File: src/rtl/cpac_pkg.sv
package cpac_pkg;
  localparam int unsigned CPAC_DATA_W  = 32;
  localparam int unsigned CPAC_SLOTS   = 14;
  localparam int unsigned CPAC_FIELD_W = 2;
  localparam int unsigned CPAC_NUM_W   = 4;

  typedef enum logic [CPAC_FIELD_W-1:0] {
    PERM_DENY = 2'b00,
    PERM_PRIV = 2'b01,
    PERM_RSVD = 2'b10,
    PERM_ALL  = 2'b11
  } perm_e;

  function automatic logic perm_allows(input logic [CPAC_FIELD_W-1:0] code,
                                       input logic priv);
    case (code)
      PERM_ALL:  perm_allows = 1'b1;
      PERM_PRIV: perm_allows = priv;
      default:   perm_allows = 1'b0;
    endcase
  endfunction
endpackage

File: src/rtl/cpac_field_bank.sv
module cpac_field_bank #(
  parameter int unsigned DATA_W    = 32,
  parameter int unsigned SLOTS     = 14,
  parameter int unsigned FIELD_W   = 2,
  parameter logic [SLOTS-1:0] IMPL_MASK = 14'b00_1100_0000_0000
) (
  input  logic                          clk,
  input  logic                          rst,
  input  logic                          wr_en,
  input  logic [DATA_W-1:0]             wr_data,
  output logic [SLOTS-1:0][FIELD_W-1:0] fields,
  output logic [DATA_W-1:0]             word
);
  import cpac_pkg::*;
  localparam int unsigned FIELD_BITS = SLOTS * FIELD_W;
  localparam int unsigned PAD_BITS   = DATA_W - FIELD_BITS;

  for (genvar s = 0; s < SLOTS; s++) begin : g_slot
    if (IMPL_MASK[s]) begin : g_impl
      logic [FIELD_W-1:0] code_q;
      always_ff @(posedge clk) begin
        if (rst)        code_q <= PERM_DENY;
        else if (wr_en) code_q <= wr_data[s*FIELD_W +: FIELD_W];
      end
      assign fields[s] = code_q;
    end else begin : g_fixed
      assign fields[s] = PERM_DENY;
    end
  end

  assign word = {{PAD_BITS{1'b0}}, fields};

  logic unused_wr_bits;
  assign unused_wr_bits = ^wr_data;
endmodule

File: src/rtl/cpac_perm_check.sv
module cpac_perm_check #(
  parameter int unsigned SLOTS   = 14,
  parameter int unsigned FIELD_W = 2,
  parameter int unsigned NUM_W   = 4
) (
  input  logic [SLOTS-1:0][FIELD_W-1:0] fields,
  input  logic [NUM_W-1:0]              cp_num,
  input  logic                          priv,
  output logic                          permit
);
  import cpac_pkg::*;
  logic [FIELD_W-1:0] sel_code;

  always_comb begin
    sel_code = PERM_DENY;
    for (int s = 0; s < SLOTS; s++) begin
      if (cp_num == NUM_W'(s)) sel_code = fields[s];
    end
  end

  assign permit = perm_allows(sel_code, priv);
endmodule

File: src/rtl/cpac_resp_reg.sv
module cpac_resp_reg (
  input  logic clk,
  input  logic rst,
  input  logic req_valid,
  input  logic permit,
  output logic grant,
  output logic undef_exc
);
  always_ff @(posedge clk) begin
    if (rst) begin
      grant     <= 1'b0;
      undef_exc <= 1'b0;
    end else begin
      grant     <= req_valid & permit;
      undef_exc <= req_valid & ~permit;
    end
  end
endmodule

File: src/rtl/cpac_ctrl.sv
module cpac_ctrl #(
  parameter int unsigned DATA_W    = cpac_pkg::CPAC_DATA_W,
  parameter int unsigned SLOTS     = cpac_pkg::CPAC_SLOTS,
  parameter int unsigned FIELD_W   = cpac_pkg::CPAC_FIELD_W,
  parameter int unsigned NUM_W     = cpac_pkg::CPAC_NUM_W,
  parameter logic [SLOTS-1:0] IMPL_MASK = 14'b00_1100_0000_0000
) (
  input  logic              clk,
  input  logic              rst,
  input  logic              wr_en,
  input  logic [DATA_W-1:0] wr_data,
  output logic [DATA_W-1:0] rd_data,
  input  logic              req_valid,
  input  logic [NUM_W-1:0]  req_cp,
  input  logic              req_priv,
  output logic              grant,
  output logic              undef_exc
);
  logic [SLOTS-1:0][FIELD_W-1:0] fields;
  logic                          permit;

  cpac_field_bank #(
    .DATA_W(DATA_W), .SLOTS(SLOTS), .FIELD_W(FIELD_W), .IMPL_MASK(IMPL_MASK)
  ) u_bank (
    .clk(clk), .rst(rst), .wr_en(wr_en), .wr_data(wr_data),
    .fields(fields), .word(rd_data)
  );

  cpac_perm_check #(
    .SLOTS(SLOTS), .FIELD_W(FIELD_W), .NUM_W(NUM_W)
  ) u_check (
    .fields(fields), .cp_num(req_cp), .priv(req_priv), .permit(permit)
  );

  cpac_resp_reg u_resp (
    .clk(clk), .rst(rst), .req_valid(req_valid), .permit(permit),
    .grant(grant), .undef_exc(undef_exc)
  );
endmodule

File: config.mk
export PLATFORM = sky130hd
export DESIGN_NAME = cpac_ctrl
export DESIGN_NICKNAME = d
export VERILOG_FILES = /design/src/rtl/cpac_pkg.sv /design/src/rtl/cpac_field_bank.sv /design/src/rtl/cpac_perm_check.sv /design/src/rtl/cpac_resp_reg.sv /design/src/rtl/cpac_ctrl.sv
export SDC_FILE = /design/constraint.sdc
export NUM_CORES = 1
export LEC_CHECK = 0
export ABC_AREA = 1
export BUFFER_PORTS_ARGS = -buffer_cell sky130_fd_sc_hd__buf_4
export CAP_MARGIN = 20
export CORE_UTILIZATION = 27
export CTS_CLUSTER_SIZE = 12
export DETAILED_ROUTE_END_ITERATION = 16
export HOLD_SLACK_MARGIN = 0.08
export PLACE_DENSITY_LB_ADDON = 0.3
export SYNTH_ARGS = -nofsm -noshare
export SYNTH_HDL_FRONTEND = slang
export SYNTH_SLANG_ARGS = --single-unit
File: constraint.sdc
create_clock -name clk -period 0.86 [get_ports clk]
set_clock_uncertainty 0.1 [all_clocks]
set_input_delay 0.043 -clock clk [delete_from_list [all_inputs] [get_ports clk]]
set_output_delay 0.043 -clock clk [all_outputs]
set_load 0.01 [all_outputs]
==> metrics.md <==
| Metric | Value |
|---|---|
| Status | `complete, but fails checks` |
| Failing checks | `negative hold slack` |
| Max Clk Rate | `1170 MHz` |
| Grt total ovfl | `0` |
| Post-synthesis sequential area ratio | `26.7%` |
| Placed Area | `498 um^2` |
| First DRT Iteration DRCs | `2` |
| Warnings, synthesis | `0` |
| Commonest non-fill, non-tap cell in the layout | `conb_1` |
| Most frequent cells in the layout | `conb_1 (28), buf_4 (16), nor2_1 (9)` |
| ANT nets after route | `0` |
| RSZ-0062 raised after global routing | `yes` |
| Worst R2R Setup Slack | `0.02 ns` |
| Final GP Congestion | `0.661` |
| Via density | `3.51` |
| Root Buffer | `clkbuf_4` |
| Arrival time at the worst endpoint | `0.90 ns` |
| Synth Cell Area | `449 um^2` |
| Power Dens Cells | `1300 mW/mm^2` |
| Worst Hold End | `u_resp.grant` |
| Layout area overhead | `31.5%` |
| Clock-pin slew on the worst setup and hold paths | `0.05 ns` |
| Critical path peak fanout | `2` |
| Pre-antenna DRT Iters | `4` |
| Diode count | `0` |
| Worst min-delay path category | `in2reg` |
| Avg WL per Cell | `7.68 um` |
| Synth unique cells | `9` |
| Worst-Skew Late Latency | `0.24 ns` |
| Total number of vias | `362` |
| CTS Buffer Depth | `2` |
| Max Cap Viol | `0` |
| Initial Util | `29.5%` |
| Seq cells post-synth | `6` |
| Postcts setup bufs | `0` |
| RR Startpoint | `u_bank.g_slot[10].g_impl.code_q[1]` |
| Critical Path End Type | `flip-flop` |
| Initial antenna violation count | `0` |
| Required @ worst endpoint | `0.90 ns` |
| Hold_sp | `req_cp[2]` |
| Final Setup Violations | `0` |
| Die span in y | `42.8 um` |
| Horiz. Die Dim | `42.8 um` |
| Die area | `0.00183 mm^2` |
| Non-Filler Instances | `103` |
| Pwr Total | `0.766 mW` |
| # IOs | `75` |
| VDD IR-drop max | `0.000433 V` |
| DRC Markers | `0` |
| Tot GR Track Use | `9.00%` |
| # port buffers | `18` |
| LEAKAGE | `0.341 nW` |
| Utilization after layout | `38.8%` |
| Cts hold-fix bufs | `5` |
| TritonCTS clock tree | `yes` |
| Worst Reg-to-Reg Cells | `5` |
| CP Class | `in2reg` |
| WHS | `-0.0357 ns` |
| Period utilization | `99.1%` |
| R2R Path End | `u_resp.undef_exc` |
| Avg Cell Area, Syn | `7.24 um^2` |
| Mapped Cells | `62` |
| WL final | `791 um` |
| Critical Path Start Type | `primary input` |
| Final instance area | `591 um^2` |
| Cell Rows | `14` |
| Min cycle time layout | `0.852 ns` |
| Final nets | `130` |
| CTS buffer count | `3` |
| Vias in the first global route | `306` |
| Hpwl dp | `604 um` |
| Placed insts | `95` |
| Core Region | `0.00152 mm^2` |
| Hold Violations, Final | `5` |
| Max-slew violations | `0` |
| H-tree depth | `1` |
| Num Clock Sinks | `6` |
| Proportion of layout cells with a drive suffix above 1 | `32.2%` |
| Hold depth | `4` |
| Largest net degree at the start of global routing | `6` |
| Global-route wire length before repair | `1190 um` |
power by group:
part,switching (mW),internal (mW)
Clock,0.104,0.158
Sequential,0.0110,0.298
Combinational,0.108,0.0873
Total,0.223,0.543
Yosys cell counts (all sizes together):
cell | n | area [um^2]
nor2 | 10 | 37.5
nand2 | 5 | 18.8
nand3 | 1 | 10.0
dfxtp | 6 | 120
buf | 28 | 210
inv | 5 | 18.8
conb | 1 | 3.75
o21ai | 6 | 30.0
worst max-delay path, cell delays in order:
cell           delay, ns
dlygate4sd3_1       0.54
buf_4               0.14
nand2_2             0.06
inv_1               0.03
nand2_1             0.05
inv_1               0.03
registers in the layout (all words and copies together) (netlist names):
register / flops
u_bank.g_slot.g_impl.code_q: 4
u_resp.grant: 1
u_resp.undef_exc: 1
cell type report:
| class | instances | area (um^2) |
|---|---|---|
| sequential | 6 | 125 |
| timing repair buffer | 23 | 193 |
| clock buffer | 3 | 22.5 |
| multi-input combinational | 50 | 211 |
| tap | 16 | 20.0 |
| fill | 175 | 933 |
| inverter | 5 | 18.8 |
kinds of logic after synthesis:
kind of cell / count (synthesis) / share of synthesized area [%]
buf+inv: 33 / 51.0
simple gates: 16 / 14.8
compound gates: 6 / 6.69
flops: 6 / 26.7
other cells: 1 / 0.835
through the flow:
| stage | setup TNS [ns] | setup slack (ns) | hold slack [ns] |
|---|---|---|---|
| 3_5_place_dp | 0 | 0.0170 | 0.173 |
| 5_1_grt | -0.120 | -0.0612 | -0.0116 |
| 2_1_floorplan | 0 | 0.000811 | 0.0778 |
| 3_3_place_gp | 0 | 0.0213 | 0.171 |
| 6_report | 0 | 0.00755 | -0.0357 |
| 4_1_cts | 0 | 0.000820 | -0.0406 |
layer usage:
layer / routed length [um] / global-route usage, % / vias up
met5: 0 / 0 / -
met4: 0 / 3.75 / 0
met3: 117 / 5.53 / 0
met2: 378 / 14.8 / 30
met1: 295 / 8.97 / 149
li1: - / - / 183
how the worst max path moves through the flow:
stage / to / slack (ns) / from / cells past startpoint
2_1_floorplan: u_resp.undef_exc / 0.0008 / u_bank.g_slot[11].g_impl.code_q[1] / 5
3_3_place_gp: u_resp.undef_exc / 0.02 / u_bank.g_slot[11].g_impl.code_q[1] / 5
3_5_place_dp: u_resp.undef_exc / 0.02 / u_bank.g_slot[11].g_impl.code_q[1] / 5
4_1_cts: u_resp.undef_exc / 0.0008 / req_valid / 6
5_1_grt: u_resp.undef_exc / -0.06 / u_bank.g_slot[10].g_impl.code_q[0] / 5
6_report: u_resp.undef_exc / 0.008 / req_valid / 6
what timing repair did:
item,CTS,global route
cloned,0,0
pin swaps,0,0
setup endpoints to repair,2,7
resized for setup,2,5
endpoints found under the hold margin,6,6
(Power assumes the default switching activity.)
